===== config.mk =====
export PLATFORM = sky130hd
export DESIGN_NAME = pac_cache
export DESIGN_NICKNAME = d
export VERILOG_FILES = /design/src/rtl/pac_pkg.sv /design/src/rtl/pac_line_store.sv /design/src/rtl/pac_probe_fsm.sv /design/src/rtl/pac_cache.sv
export SDC_FILE = /design/constraint.sdc
export NUM_CORES = 1
export LEC_CHECK = 0
export BUFFER_PORTS_ARGS = -buffer_cell sky130_fd_sc_hd__buf_2
export CELL_PAD_IN_SITES_DETAIL_PLACEMENT = 2
export CELL_PAD_IN_SITES_GLOBAL_PLACEMENT = 2
export CORE_MARGIN = 2
export CORE_UTILIZATION = 36
export CTS_CLUSTER_SIZE = 10
export DETAILED_ROUTE_END_ITERATION = 10
export GPL_TIMING_DRIVEN = 0
export PLACE_DENSITY = 0.87
export SKIP_CTS_REPAIR_TIMING = 1
export SYNTH_ARGS = -nofsm -noshare
export SYNTH_HDL_FRONTEND = slang
export SYNTH_SLANG_ARGS = --single-unit

===== constraint.sdc =====
create_clock -name clk -period 4.5 [get_ports clk]
set_input_delay 0.45 -clock clk [delete_from_list [all_inputs] [get_ports clk]]
set_output_delay 0.45 -clock clk [all_outputs]
set_load 0.01 [all_outputs]

===== src/rtl/pac_pkg.sv =====
package pac_pkg;

    typedef enum logic [1:0] {
        KIND_NONE   = 2'b00,
        KIND_HIT    = 2'b01,
        KIND_PSEUDO = 2'b10,
        KIND_MISS   = 2'b11
    } kind_e;

    typedef enum logic [1:0] {
        ST_IDLE   = 2'd0,
        ST_PROBE2 = 2'd1,
        ST_FETCH  = 2'd2,
        ST_WRITE  = 2'd3
    } state_e;

    function automatic kind_e kind_of(input logic at_primary, input logic at_partner);
        if (at_primary)      return KIND_HIT;
        else if (at_partner) return KIND_PSEUDO;
        else                 return KIND_MISS;
    endfunction

endpackage


===== src/rtl/pac_line_store.sv =====
module pac_line_store #(
    parameter int IDX_W  = 3,
    parameter int TAG_W  = 6,
    parameter int DATA_W = 32
) (
    input  logic              clk,
    input  logic              rst,
    input  logic [IDX_W-1:0]  ra_idx,
    output logic              ra_valid,
    output logic [TAG_W-1:0]  ra_tag,
    output logic [DATA_W-1:0] ra_data,
    input  logic [IDX_W-1:0]  rb_idx,
    output logic              rb_valid,
    output logic [TAG_W-1:0]  rb_tag,
    output logic [DATA_W-1:0] rb_data,
    input  logic              wa_en,
    input  logic [IDX_W-1:0]  wa_idx,
    input  logic              wa_valid,
    input  logic [TAG_W-1:0]  wa_tag,
    input  logic [DATA_W-1:0] wa_data,
    input  logic              wb_en,
    input  logic [IDX_W-1:0]  wb_idx,
    input  logic              wb_valid,
    input  logic [TAG_W-1:0]  wb_tag,
    input  logic [DATA_W-1:0] wb_data
);
    localparam int LINES = 1 << IDX_W;

    logic              vld_w  [LINES];
    logic [TAG_W-1:0]  tag_w  [LINES];
    logic [DATA_W-1:0] data_w [LINES];

    for (genvar i = 0; i < LINES; i++) begin : g_line
        logic              v_q;
        logic [TAG_W-1:0]  t_q;
        logic [DATA_W-1:0] d_q;
        logic              hit_wa, hit_wb;

        assign hit_wa = wa_en && (wa_idx == IDX_W'(i));
        assign hit_wb = wb_en && (wb_idx == IDX_W'(i));

        always_ff @(posedge clk) begin
            if (rst) begin
                v_q <= 1'b0;
                t_q <= '0;
                d_q <= '0;
            end else if (hit_wa) begin
                v_q <= wa_valid;
                t_q <= wa_tag;
                d_q <= wa_data;
            end else if (hit_wb) begin
                v_q <= wb_valid;
                t_q <= wb_tag;
                d_q <= wb_data;
            end
        end

        assign vld_w[i]  = v_q;
        assign tag_w[i]  = t_q;
        assign data_w[i] = d_q;
    end

    assign ra_valid = vld_w[ra_idx];
    assign ra_tag   = tag_w[ra_idx];
    assign ra_data  = data_w[ra_idx];
    assign rb_valid = vld_w[rb_idx];
    assign rb_tag   = tag_w[rb_idx];
    assign rb_data  = data_w[rb_idx];

    // Both write ports fire together only for a swap or a refill, always on partner slots
    AST_SWAP_DISTINCT: assert property (@(posedge clk) disable iff (rst)
        (wa_en && wb_en) |-> (wa_idx != wb_idx));

endmodule


===== src/rtl/pac_probe_fsm.sv =====
module pac_probe_fsm
    import pac_pkg::*;
(
    input  logic       clk,
    input  logic       rst,
    input  logic       go,
    input  logic       we,
    input  logic       hit_a,
    input  logic       hit_b,
    input  logic       mem_ack,
    output state_e     state,
    output logic       ev_hit,
    output logic       ev_pseudo,
    output logic       ev_fill,
    output logic       ev_wr,
    output logic       rsp_valid,
    output logic [1:0] rsp_kind
);
    state_e state_q, state_d;
    kind_e  kind_q, kind_d, wkind_q;
    logic   valid_q, valid_d, op_we_q, wdone;

    always_comb begin
        ev_hit    = (state_q == ST_IDLE)   && go && !we && hit_a;
        ev_wr     = (state_q == ST_IDLE)   && go && we;
        ev_pseudo = (state_q == ST_PROBE2) && hit_b;
        ev_fill   = (state_q == ST_FETCH)  && mem_ack;
        wdone     = (state_q == ST_WRITE)  && mem_ack;

        state_d = state_q;
        unique case (state_q)
            ST_IDLE: begin
                if (go) begin
                    if (we)          state_d = ST_WRITE;
                    else if (!hit_a) state_d = ST_PROBE2;
                end
            end
            ST_PROBE2: state_d = hit_b ? ST_IDLE : ST_FETCH;
            ST_FETCH:  if (mem_ack) state_d = ST_IDLE;
            ST_WRITE:  if (mem_ack) state_d = ST_IDLE;
            default:   state_d = ST_IDLE;
        endcase

        valid_d = ev_hit || ev_pseudo || ev_fill || wdone;
        kind_d  = KIND_NONE;
        if (ev_hit)         kind_d = KIND_HIT;
        else if (ev_pseudo) kind_d = KIND_PSEUDO;
        else if (ev_fill)   kind_d = KIND_MISS;
        else if (wdone)     kind_d = wkind_q;
    end

    always_ff @(posedge clk) begin
        if (rst) begin
            state_q <= ST_IDLE;
            kind_q  <= KIND_NONE;
            wkind_q <= KIND_NONE;
            valid_q <= 1'b0;
            op_we_q <= 1'b0;
        end else begin
            state_q <= state_d;
            kind_q  <= kind_d;
            valid_q <= valid_d;
            if (ev_wr) wkind_q <= kind_of(hit_a, hit_b);
            if (go && state_q == ST_IDLE) op_we_q <= we;
        end
    end

    assign state     = state_q;
    assign rsp_valid = valid_q;
    assign rsp_kind  = kind_q;

    AST_KIND_CODED: assert property (@(posedge clk) disable iff (rst)
        rsp_valid |-> (rsp_kind != KIND_NONE));
    AST_KIND_QUIET: assert property (@(posedge clk) disable iff (rst)
        !rsp_valid |-> (rsp_kind == KIND_NONE));
    AST_HIT_ONE_CYCLE: assert property (@(posedge clk) disable iff (rst)
        (rsp_valid && rsp_kind == KIND_HIT && !op_we_q) |-> $past(go && state_q == ST_IDLE));
    AST_PSEUDO_SECOND: assert property (@(posedge clk) disable iff (rst)
        (rsp_valid && rsp_kind == KIND_PSEUDO && !op_we_q) |-> $past(state_q == ST_PROBE2));
    AST_FETCH_AFTER_PROBE: assert property (@(posedge clk) disable iff (rst)
        (state_q == ST_FETCH && $past(state_q) != ST_FETCH) |-> $past(state_q == ST_PROBE2 && !hit_b));

endmodule


===== src/rtl/pac_cache.sv =====
module pac_cache
    import pac_pkg::*;
#(
    parameter int ADDR_W = 8,
    parameter int IDX_W  = 3,
    parameter int DATA_W = 32
) (
    input  logic              clk,
    input  logic              rst,
    input  logic              cpu_req,
    input  logic              cpu_we,
    input  logic [ADDR_W-1:0] cpu_addr,
    input  logic [DATA_W-1:0] cpu_wdata,
    output logic              cpu_ready,
    output logic              rsp_valid,
    output logic [1:0]        rsp_kind,
    output logic [DATA_W-1:0] rsp_data,
    output logic              mem_req,
    output logic              mem_we,
    output logic [ADDR_W-1:0] mem_addr,
    output logic [DATA_W-1:0] mem_wdata,
    input  logic [DATA_W-1:0] mem_rdata,
    input  logic              mem_ack
);
    // tag keeps the top index bit so a relocated line stays distinguishable
    localparam int TAG_W = ADDR_W - IDX_W + 1;

    state_e            state;
    logic              go, ev_hit, ev_pseudo, ev_fill, ev_wr;
    logic [ADDR_W-1:0] addr_q, look_addr;
    logic [DATA_W-1:0] wdata_q, rdata_q;
    logic [IDX_W-1:0]  idx_p, idx_alt;
    logic [TAG_W-1:0]  tag_lk;
    logic              ra_valid, rb_valid, hit_a, hit_b;
    logic [TAG_W-1:0]  ra_tag, rb_tag;
    logic [DATA_W-1:0] ra_data, rb_data;
    logic              wa_en, wa_valid, wb_en, wb_valid;
    logic [TAG_W-1:0]  wa_tag, wb_tag;
    logic [DATA_W-1:0] wa_data, wb_data;

    assign cpu_ready = (state == ST_IDLE);
    assign go        = cpu_req && cpu_ready;
    assign look_addr = (state == ST_IDLE) ? cpu_addr : addr_q;
    assign idx_p     = look_addr[IDX_W-1:0];
    assign idx_alt   = {~idx_p[IDX_W-1], idx_p[IDX_W-2:0]};
    assign tag_lk    = look_addr[ADDR_W-1:IDX_W-1];
    assign hit_a     = ra_valid && (ra_tag == tag_lk);
    assign hit_b     = rb_valid && (rb_tag == tag_lk);

    pac_line_store #(
        .IDX_W (IDX_W),
        .TAG_W (TAG_W),
        .DATA_W(DATA_W)
    ) u_store (
        .clk     (clk),
        .rst     (rst),
        .ra_idx  (idx_p),
        .ra_valid(ra_valid),
        .ra_tag  (ra_tag),
        .ra_data (ra_data),
        .rb_idx  (idx_alt),
        .rb_valid(rb_valid),
        .rb_tag  (rb_tag),
        .rb_data (rb_data),
        .wa_en   (wa_en),
        .wa_idx  (idx_p),
        .wa_valid(wa_valid),
        .wa_tag  (wa_tag),
        .wa_data (wa_data),
        .wb_en   (wb_en),
        .wb_idx  (idx_alt),
        .wb_valid(wb_valid),
        .wb_tag  (wb_tag),
        .wb_data (wb_data)
    );

    pac_probe_fsm u_fsm (
        .clk      (clk),
        .rst      (rst),
        .go       (go),
        .we       (cpu_we),
        .hit_a    (hit_a),
        .hit_b    (hit_b),
        .mem_ack  (mem_ack),
        .state    (state),
        .ev_hit   (ev_hit),
        .ev_pseudo(ev_pseudo),
        .ev_fill  (ev_fill),
        .ev_wr    (ev_wr),
        .rsp_valid(rsp_valid),
        .rsp_kind (rsp_kind)
    );

    // Slot update plan: swap on pseudo-hit, fill with demotion on miss, in-place on store
    always_comb begin
        wa_en = 1'b0; wa_valid = 1'b1; wa_tag = ra_tag; wa_data = ra_data;
        wb_en = 1'b0; wb_valid = 1'b1; wb_tag = rb_tag; wb_data = rb_data;
        if (ev_pseudo) begin
            wa_en = 1'b1; wa_valid = 1'b1;     wa_tag = rb_tag; wa_data = rb_data;
            wb_en = 1'b1; wb_valid = ra_valid; wb_tag = ra_tag; wb_data = ra_data;
        end else if (ev_fill) begin
            wa_en = 1'b1; wa_valid = 1'b1;     wa_tag = tag_lk; wa_data = mem_rdata;
            wb_en = ra_valid;                  wb_tag = ra_tag; wb_data = ra_data;
        end else if (ev_wr) begin
            wa_en = hit_a; wa_data = cpu_wdata;
            wb_en = hit_b; wb_data = cpu_wdata;
        end
    end

    always_ff @(posedge clk) begin
        if (rst) begin
            addr_q  <= '0;
            wdata_q <= '0;
            rdata_q <= '0;
        end else begin
            if (go) begin
                addr_q  <= cpu_addr;
                wdata_q <= cpu_wdata;
            end
            if (ev_hit)         rdata_q <= ra_data;
            else if (ev_pseudo) rdata_q <= rb_data;
            else if (ev_fill)   rdata_q <= mem_rdata;
        end
    end

    assign rsp_data  = rdata_q;
    assign mem_req   = (state == ST_FETCH) || (state == ST_WRITE);
    assign mem_we    = (state == ST_WRITE);
    assign mem_addr  = addr_q;
    assign mem_wdata = wdata_q;

    AST_REQ_HELD: assert property (@(posedge clk) disable iff (rst)
        (mem_req && !mem_ack) |=> (mem_req && $stable(mem_addr) && $stable(mem_we)));
    AST_READY_WITH_RSP: assert property (@(posedge clk) disable iff (rst)
        rsp_valid |-> cpu_ready);
    AST_NO_FILL_ON_STORE: assert property (@(posedge clk) disable iff (rst)
        ev_wr |-> !(hit_a && hit_b));

endmodule


**Yosys cells after proc, flatten, opt, wreduce, memory -nomap -nowiden**

Index checks and enable logic that the tools add are counted.

- Bits in registers: 391
- Bits of input ports: 77
- Output and inout port bits: 78

- Muxes and demuxes: 99
- Bitwise operators: 3
- Reductions and logical operators: 46
- Order comparisons: 2
- Equal/unequal tests: 22

Operators by type and width:

| operator | number |
|---|---|
| 2-to-1 mux 32 bit | 29 |
| binary-select mux 32 bit (select 3 bit) | 2 |
| 2-to-1 mux 6 bit | 24 |
| binary-select mux 6 bit (select 3 bit) | 2 |
| 2-to-1 mux 1 bit | 29 |
| logical AND 1 bit | 26 |
| == test 3 bit, second input constant | 8 |
| 2-to-1 mux 2 bit | 9 |
| nonzero test 2 bit | 8 |
| == test 3 x 2 -> 1 bit, second input constant | 4 |
| == test 6 bit | 2 |
| greater-or-equal comparator 4 bit, second input constant | 2 |
| 2-to-1 mux 8 bit | 1 |
| inverter 3 -> 4 bit | 2 |
| binary-select mux 1 bit (select 3 bit) | 2 |
| == test 3 x 1 -> 1 bit, second input constant | 2 |
| zero test 3 bit | 2 |
| one-hot mux 2 bit (3 select lines) | 1 |
| == test 2 bit, second input constant | 2 |
| logical OR 1 bit | 4 |
| inequality test 2 x 1 -> 1 bit, second input constant | 2 |
| OR reduction 2 bit | 2 |
| inequality test 3 bit, second input constant | 1 |
| AND reduction 3 bit | 1 |
| 5 further kinds | 5 |

**Depth between registers and ports, before layout**

Gate-level depths: netlist of the first run.

- Depth in word-level cells: 15
- Mapped depth: 18

**Hierarchy**

Synthesis of the first run repeated with hierarchy kept, for this count alone.

- Cells, all modules: 2891
- Area, all modules: 24163.2 µm²

Modules (own cells, without submodules):

| module | seq. area each (µm²) | cells an instance | instances | area an instance (µm²) |
|---|---|---|---|---|
| pac_line_store | 6246.0 | 2115 | 1 | 18637.9 |
| pac_cache | 1441.4 | 740 | 1 | 5195.0 |
| pac_probe_fsm | 140.1 | 36 | 1 | 330.3 |

**Worst setup path before layout of the first run**

Ideal clock, no wire load.

- Path kind: in2reg
- Start: input port cpu_addr[1]
- End: register u_store.g_line[1].d_q[11]
- Stages on the path: 13
- Path slack: 1068 ps
- Buffers on the path: 3
- Arrival time: 3347 ps
- Cell sequence: or4b_1 -> o21a_2 -> buf_2 -> o22ai_1 -> nor3_1 -> o211ai_1 -> a21oi_2 -> a21oi_4 -> buf_6 -> buf_6 -> mux2i_2 -> o22ai_1 -> a211oi_1

- Word-level cells in the longest chain between the ends: 12
- Elaborated cells on any way between the ends: 45
- Those cells by class: eq/ne (4); mux (33); bitwise (2); reduce/logical (6)

RTL lines:

| item | line | text |
|---|---|---|
| start, declared | pac_cache.sv:12 | `input logic [ADDR_W-1:0] cpu_addr,` |
| 2-to-1 mux 8 bit (*) | pac_cache.sv:43 | `assign look_addr = (state == ST_IDLE) ? cpu_addr : addr_q;` |
| inverter 3 -> 4 bit (on tied branches) | - |  |
| binary-select mux 6 bit (select 3 bit) (on tied branches) | pac_line_store.sv:64, pac_line_store.sv:67 |  |
| 2-to-1 mux 6 bit (on tied branches) (2 in a row) | pac_line_store.sv:64, pac_line_store.sv:67 |  |
| == test 6 bit (on tied branches) | pac_cache.sv:47, pac_cache.sv:48 |  |
| logical AND 1 bit (on tied branches) | pac_cache.sv:47, pac_cache.sv:48 |  |
| 2-to-1 mux 1 bit | pac_cache.sv:104 | `end else if (ev_wr) begin` |
| 2-to-1 mux 1 bit | pac_cache.sv:101 | `end else if (ev_fill) begin` |
| 2-to-1 mux 1 bit | pac_cache.sv:98 | `if (ev_pseudo) begin` |
| logical AND 1 bit (on tied branches) | pac_line_store.sv:39, pac_line_store.sv:40 |  |
| 2-to-1 mux 32 bit / nonzero test 2 bit (equally long branches) | - |  |
| end signal, assigned | pac_line_store.sv:50 | `d_q <= wa_data;` |
| end signal, assigned | pac_line_store.sv:54 | `d_q <= wb_data;` |
| end, declared | pac_line_store.sv:36 | `logic [DATA_W-1:0] d_q;` |

Mark *: on every way between the ends. The rest lies on a longest branch, timed or not. The select of a mux whose other input is x is not followed.
A chain may end at the register's enable or synchronous reset.

**Worst setup path in the final report of the first run**

- Start: register u_fsm.state_q[1], in the netlist u_fsm.state[1]
- End: register u_store.g_line[4].d_q[31]

- Word-level cells in the longest chain between the ends: 14
- Elaborated cells on any way between the ends: 53
- Those cells by class: eq/ne (6); mux (33); bitwise (3); reduce/logical (11)

RTL lines:

| item | line | text |
|---|---|---|
| start, declared | pac_probe_fsm.sv:19 | `state_e state_q, state_d;` |
| start signal, assigned | pac_probe_fsm.sv:60 | `state_q <= state_d;` |
| zero test 2 bit | pac_probe_fsm.sv:25, pac_cache.sv:41, pac_cache.sv:43 |  |
| 2-to-1 mux 8 bit | pac_cache.sv:43 |  |
| inverter 1 bit | pac_cache.sv:45 | `assign idx_alt = {~idx_p[IDX_W-1], idx_p[IDX_W-2:0]};` |
| inverter 3 -> 4 bit (not written as such) | pac_line_store.sv:66, pac_line_store.sv:67, pac_line_store.sv:68 |  |
| binary-select mux 6 bit (select 3 bit) | pac_line_store.sv:67 | `assign rb_tag = tag_w[rb_idx];` |
| 2-to-1 mux 6 bit (not written as such) (2 in a row) | pac_line_store.sv:67 |  |
| == test 6 bit | pac_cache.sv:48 | `assign hit_b = rb_valid && (rb_tag == tag_lk);` |
| logical AND 1 bit | pac_cache.sv:48 |  |
| 2-to-1 mux 1 bit | pac_cache.sv:104 |  |
| 2-to-1 mux 1 bit | pac_cache.sv:101 |  |
| 2-to-1 mux 1 bit | pac_cache.sv:98 |  |
| logical AND 1 bit | pac_line_store.sv:40 | `assign hit_wb = wb_en && (wb_idx == IDX_W'(i));` |
| nonzero test 2 bit (no line) | - |  |
| end signal, assigned | pac_line_store.sv:50 |  |
| end signal, assigned | pac_line_store.sv:54 |  |
| end, declared | pac_line_store.sv:36 |  |

Parallel ways exist; a longest one is shown, timed or not. The select of a mux whose other input is x is not followed.

==> results of run 1 <==
==> area by class of cell <==
| class | count | area, sq um | share of cell area (%) |
|---|---|---|---|
| Antenna cell | 1 | 2.50 | 0.00962 |
| Buffer | 274 | 1330 | 5.10 |
| Clock buffer | 59 | 1270 | 4.89 |
| Clock inverter | 6 | 93.8 | 0.361 |
| Inverter | 24 | 91.3 | 0.351 |
| Multi-Input combinational cell | 2177 | 13500 | 51.7 |
| Sequential cell | 391 | 7830 | 30.1 |
| Tap cell | 782 | 978 | 3.76 |
| Timing Repair Buffer | 174 | 973 | 3.74 |
==> cells by family (layout without fill, tap and decap cells) <==
logic type / count (synthesis) / count (layout)
multiplexers: 68 / 68
XOR/XNOR: 3 / 3
other: 0 / 1
AND/OR/NAND/NOR: 843 / 843
buffers and inverters: 299 / 537
flip-flops: 391 / 391
AO/OA/AOI/OAI: 1263 / 1263
==> sequential cells by signal, summed over array words and instances (netlist names) <==
register	flops
u_store.g_line.v_q	8
u_store.g_line.t_q	48
u_fsm.rsp_kind	2
u_fsm.state	2
mem_addr	8
rsp_data	32
u_store.g_line.d_q	256
mem_wdata	32
u_fsm.rsp_valid	1
u_fsm.wkind_q	2
==> power groups by stage <==
stage	Sequential (uW)	Combinational [uW]	Clock, uW
after floorplan	3700	1310	0
after global placement	3690	2310	0
after detailed placement	3700	2400	0
after CTS	3630	2430	3650
after global routing	3640	2830	3770
final	3640	2790	3680
==> routing by layer <==
layer,GRT usage [%],vias up
li1,-,11000
met1,53.0,13700
met2,63.9,1907
met3,11.6,489
met4,25.1,2
met5,0,-
==> stage by stage <==
| step | total power [uW] | utilization (%) | setup WS [ns] | hold WS [ns] | TNS (ns) |
|---|---|---|---|---|---|
| after floorplan | 5010 | - | 1.07 | 0.434 | 0 |
| after global placement | 6000 | 39.2 | -0.954 | 0.438 | -204.90 |
| after detailed placement | 6110 | 39.2 | -1.07 | 0.452 | -252.87 |
| after CTS | 9710 | 41.5 | -1.08 | 0.0767 | -268.26 |
| after global routing | 10200 | 43.2 | -0.135 | 0.0982 | -2.58 |
| final | 10100 | 43.2 | -0.0770 | 0.0951 | -0.852 |
==> tightest hold or removal path, stage by stage <==
cell	delay (ns)
buf_2	0.10
nand2_1	0.05
a21oi_1	0.05
==> layout by cell type, fill, tap and decap left out, types with 26 or more instances in the layout <==
master,count
o21ai_0,142
a22oi_1,140
o21a_1,190
buf_4,27
clkbuf_16,48
dfxtp_1,391
clkbuf_1,121
mux2i_1,28
nand3_1,75
nand2_1,410
a21oi_1,349
nor3_1,81
a21o_1,30
o22ai_1,40
a21oi_4,26
clkbuf_2,53
o211ai_1,30
buf_2,221
nor2_1,179
a221oi_1,40
o22a_1,28
a31oi_1,75
==> how the worst min path moves through the flow <==
| stage | from | endpoint | slack (ns) | cells after the start |
|---|---|---|---|---|
| 2_1_floorplan | u_store.g_line[1].d_q[11] | u_store.g_line[1].d_q[11] | 0.43 | 2 |
| 3_3_place_gp | rsp_data[29] | rsp_data[29] | 0.44 | 2 |
| 3_5_place_dp | mem_wdata[23] | mem_wdata[23] | 0.45 | 2 |
| 4_1_cts | cpu_wdata[3] | mem_wdata[3] | 0.08 | 3 |
| 5_1_grt | cpu_wdata[3] | mem_wdata[3] | 0.1 | 3 |
| 6_report | cpu_wdata[3] | mem_wdata[3] | 0.1 | 3 |
==> key figures, run 1 <==
Outcome
  • Status: finished with violations
  • Failing checks: negative setup slack

Routing
  • Drt via density: 6.97
  • Routed length on met1: 55000 microns
  • Wire length on met2: 59600 microns
  • DR pass1 iterations: 8
  • Final ANT Viol Nets: 0
  • WL final: 139000 microns
  • Avg WL per Cell: 35.7 microns
  • DRT iter0 DRCs: 3218
  • Vias: 27100
  • Met3 wire length: 15600 microns
  • Drt drc: 0
  • Top routing layer used: met5

Worst setup path
  • WP buf/inv: 3
  • Critical path class: flip-flop to flip-flop
  • CP endpoint: u_store.g_line[4].d_q[31]
  • Worst setup EP type: flip-flop
  • Worst Path Required: 5.00 ns
  • Flop2flop setup slack: -0.08 ns
  • Delay-heaviest family, CP: compound AO/OA/AOI/OAI gates
  • Worst EP arrival: 5.08 ns
  • Path depth of the worst reg2reg path: 13
  • Critical Path Fanout Max: 10
  • R2R Path End: u_store.g_line[4].d_q[31]
  • Crit path cell chain: buf_6 > or4_1 > o31a_2 > o22ai_1 > nor3_1 > o21a_1 > o2111ai_2 > buf_2 > buf_2 > nor3_1 > a21oi_2 > nor3_1 > a211o_1
  • Critical path startpoint category: flip-flop
  • Critical path's slowest cell: or4_1
  • Slowest stage delay, CP: 0.60 ns
  • Reg2reg start: u_fsm.state[1]
  • CP startpoint: u_fsm.state[1]
  • CP dominant cell by count: nor3_1
  • WP depth: 13

CTS
  • Clock-pin slew on the worst setup and hold paths: 0.06 ns
  • CTS Buffer Depth: 3
  • Latest clock arrival within the worst-skew pair: 0.64 ns
  • CTS tree: built
  • TritonCTS Buffers: 47
  • H-tree Lvls: 2
  • CTS root buffer: clkbuf_16
  • Clock sink total: 391

Pwr
  • Pleak: 0.00959 uW
  • Register share of total power: 36.0%
  • Switch Pwr: 3800 uW
  • VDD IR max: 0.000245 V
  • Clock power frac: 36.4%
  • Cell Pwr Density: 388 nW/um^2
  • Internal power: 6310 uW
  • Switching part of the total: 37.6%
  • Combinational power share: 27.6%

Placed design
  • Port Buf Inserts: 153
  • Dpl cells: 3802
  • GP Congestion: 0.981
  • Detailed Place HPWL: 104000 microns
  • Placed Area: 23600 sq um

Synthesis
  • Post-synth EDFFs: 0
  • Netlist cell types: 83
  • Synth Area in Simple Gates: 16.5%
  • Syn Nets: 2944
  • Post-synthesis xor/xnor area fraction: 0.120%
  • Synth area leader: dfxtp_1
  • Top_reg_cell synth: dfxtp_1
  • FF+latch count, synth: 391
  • Syn Std Cell Area: 21900 sq um
  • Seq/Total Area, Yosys: 35.7%
  • Synth top area share: 35.7%
  • Most frequent cells after synthesis: nand2_1, dfxtp_1, a21oi_1, o21a_1, nor2_1
  • Mapped Avg Cell Area: 7.64 sq um
  • Largest family of logic cells by synthesized area: compound AO/OA/AOI/OAI gates
  • Cells after Synth: 2867
  • Adder-Cell Fraction of Synth Area: 0%
  • Multiplexer area fraction after synthesis: 3.36%
  • Library cell with the highest instance count after synthesis: nand2_1
  • Ys async rst share: 0%
  • Synth area leaders: dfxtp_1, a21oi_1, nand2_1, o21a_1, a22oi_1
  • YS warnings: 0
  • Compound-Gate Fraction of Synth Area: 38.2%

STA
  • Final setup margin: -0.0770 ns
  • Final Max Tran Viols: 0
  • Tightest Pin Transition: 1.28 ns
  • Hold Vio Cnt, Final: 0
  • Endpoints failing setup: 29
  • Fmax: 0.218 GHz
  • Final Skew: 0.0473 ns
  • Part of the cycle the worst path needs: 102%
  • Crit path time final: 4.58 ns
  • Slew HR: 14.8%

Floorplanning
  • DIE AREA: 62800 sq um
  • Core Area: 60200 sq um
  • Initial core utilization: 36.3%
  • # rows: 90
  • # IOs: 155
  • Die Ht: 251 microns
  • Overall die width: 251 microns

Final layout
  • Share of layout cells above drive strength 1: 17.6%
  • Layout net count: 3166
  • Layout Cells excl Fill: 3888
  • Area grow syn2layout: 18.8%
  • Final Cell Area: 26000 sq um
  • Number of fill cells in the layout: 6839

Flow run
  • Max-cap violations: 0

GRT
  • Total track usage: 42.0%
  • Initial antenna violation count: 4
  • First-pass GRT wire length: 194000 microns
  • Vias in the first global route: 28000
  • Largest net degree at the start of global routing: 14
  • Grt ovf: 0

Worst hold path
  • Worst Hold Class: primary input to flip-flop
(Power assumes the default switching activity.)
==> run 2: changes to the inputs <==
- CELL_PAD_IN_SITES_DETAIL_PLACEMENT: 2 -> 1
==> run 2 against run 1 <==
The run now ends clean. Global-route usage fell by 2.9 points. Clock skew down 0.017 ns. First-iteration DRC count rose by 1.1%.
==> key figures, run 2 (same netlist as run 1, synthesis figures left out) <==
Final layout
  • Commonest non-fill, non-tap cell in the layout: nand2_1
  • Layout net count: 3167
  • Largest register FFs: 256
  • Top flop regs: u_store.g_line.d_q: 256 flops, u_store.g_line.t_q: 48 flops
  • Most frequent cells in the layout: nand2_1, dfxtp_1, a21oi_1, buf_2, o21a_1
  • Area grow syn2layout: 18.5%
  • Core Util, Final: 43.1%
  • Final Cell Area: 25900 sq um
  • Most flops, register: u_store.g_line.d_q
  • Share of layout cells above drive strength 1: 17.4%

STA
  • Hold Vio Cnt, Final: 0
  • Final Skew: 0.0307 ns
  • Tightest Pin Transition: 1.21 ns
  • Slew HR: 18.7%
  • Endpoints failing setup: 0
  • Crit path time final: 4.49 ns
  • Final setup margin: 0.00790 ns
  • Fmax: 0.223 GHz
  • RSZ-0062 raised after global routing: true
  • Part of the cycle the worst path needs: 99.8%
  • Final Max Tran Viols: 0
  • Worst hold margin: 0.105 ns

Routing
  • Drt drc: 0
  • DRT iter0 DRCs: 3254
  • DR pass1 iterations: 6
  • Vias: 26000
  • Avg WL per Cell: 32.8 microns
  • Final ANT Viol Nets: 0
  • Drt via density: 6.67
  • WL final: 128000 microns

CTS
  • Latest clock arrival within the worst-skew pair: 0.63 ns
  • TritonCTS Buffers: 47
  • CTS Buffer Depth: 3
  • H-tree Lvls: 2
  • CTS root buffer: clkbuf_16
  • CTS tree: built
  • Clock sink total: 391
  • Clock-pin slew on the worst setup and hold paths: 0.06 ns

Floorplanning
  • # IOs: 155
  • Core Area: 60200 sq um
  • Initial core utilization: 36.3%
  • DIE AREA: 62800 sq um
  • # rows: 90
  • Die Ht: 251 microns
  • Overall die width: 251 microns

Outcome
  • Status: finished, final reports clean

Pwr
  • Pwr Total: 10000 uW
  • Pleak: 0.00957 uW
  • Cell Pwr Density: 387 nW/um^2
  • VDD IR max: 0.000269 V

Worst setup path
  • Flop2flop setup slack: 0.008 ns
  • Critical Path Fanout Max: 10
  • Path depth of the worst reg2reg path: 14
  • WP buf/inv: 5
  • Reg2reg start: u_fsm.state[1]
  • Worst setup EP type: flip-flop
  • Worst Path Required: 5.04 ns
  • Critical path startpoint category: flip-flop
  • Delay-heaviest family, CP: compound AO/OA/AOI/OAI gates
  • Worst EP arrival: 5.03 ns
  • Slowest stage delay, CP: 0.68 ns
  • Critical path class: flip-flop to flip-flop
  • Critical path's slowest cell: a31oi_1
  • R2R Path End: u_store.g_line[2].t_q[4]
  • CP dominant cell by count: buf_2
  • Crit path cell chain: buf_6 > or2_4 > mux2_2 > o22ai_2 > or2_1 > buf_2 > a2111o_1 > o2111a_1 > buf_2 > buf_2 > a31oi_1 > clkbuf_2 > nand3_1 > a31oi_1

Placed design
  • Detailed Place HPWL: 98500 microns
  • GP Congestion: 0.981
  • Placed Area: 23600 sq um
  • Port Buf Inserts: 153
  • Dpl ws: -0.979 ns

GRT
  • Largest net degree at the start of global routing: 14
  • First-pass GRT wire length: 180000 microns
  • Grt ovf: 0
  • Vias in the first global route: 25500
  • Initial antenna violation count: 3
  • Total track usage: 39.1%

Worst hold path
  • Worst Hold Class: primary input to flip-flop
  • Worst hold stages: 3
  • Hold path startpoint: cpu_wdata[0]
  • Worst Hold End: mem_wdata[0]

Flow run
  • Max-cap violations: 0
==> run 2: cell types whose count changed in the layout (fill, tap and decap cells not counted), sizes merged <==
cell / before / now
diode: 1 / 2
clkinv: 5 / 4
buf: 271 / 272
inv: 23 / 24
clkinvlp: 1 / 0
bufinv: 1 / 3
==> run 2: area by class of cell <==
| class | instances | area (sq um) |
|---|---|---|
| fillers | 7353 | 34300 |
| diodes | 2 | 5.00 |
| clock buffers | 59 | 1240 |
| flip-flops and latches | 391 | 7830 |
| well taps | 782 | 978 |
| plain buffers | 274 | 1320 |
| inverters | 24 | 91.3 |
| clock inverters | 7 | 150 |
| repair buffers | 175 | 993 |
| multi-input cells | 2177 | 13300 |
==> run 2: power breakdown <==
group | internal (uW) | total, uW | switching, uW
Combinational | 698 | 2670 | 1970
Clock | 2100 | 3740 | 1640
Sequential | 3560 | 3630 | 66.0
Total | 6360 | 10000 | 3680
==> run 2: tightest hold or removal path: cells and delay by family <==
family | cells | cell delay, ns
AND/OR/NAND/NOR | 1 | 0.05
AO/OA/AOI/OAI | 1 | 0.05
buffers and inverters | 1 | 0.11
==> run 2: per-stage QoR <==
stage | setup TNS [ns] | cells
floorplan | 0 | 2867
global placement | -204.90 | 3802
detailed placement | -225.63 | 3802
CTS | -236.66 | 3868
global route | -0.228 | 3889
finish | 0 | 3891
==> run 2: layer usage <==
| metal | share of wire, % | global-route usage, % | vias up |
|---|---|---|---|
| met3 | 12 | 11.7 | 362 |
| met5 | 0.035 | 0 | - |
| met1 | 41 | 51.4 | 12900 |
| met2 | 42 | 58.5 | 1654 |
| li1 | - | - | 11100 |
| met4 | 4.9 | 18.6 | 6 |
==> run 2: worst max path at each step <==
| stage | start | end | slack (ns) | cells past startpoint |
|---|---|---|---|---|
| global placement | cpu_addr[1] | u_store.g_line[1].t_q[5] | -0.95 | 11 |
| detailed placement | u_fsm.state[1] | u_store.g_line[0].d_q[22] | -0.98 | 14 |
| finish | u_fsm.state[1] | u_store.g_line[2].t_q[4] | 0.008 | 14 |
| CTS | u_fsm.state[1] | u_store.g_line[4].d_q[22] | -1.0 | 14 |
| floorplan | cpu_addr[1] | u_store.g_line[1].d_q[11] | 1.07 | 13 |
| global route | u_fsm.state[1] | u_store.g_line[1].d_q[28] | -0.04 | 15 |
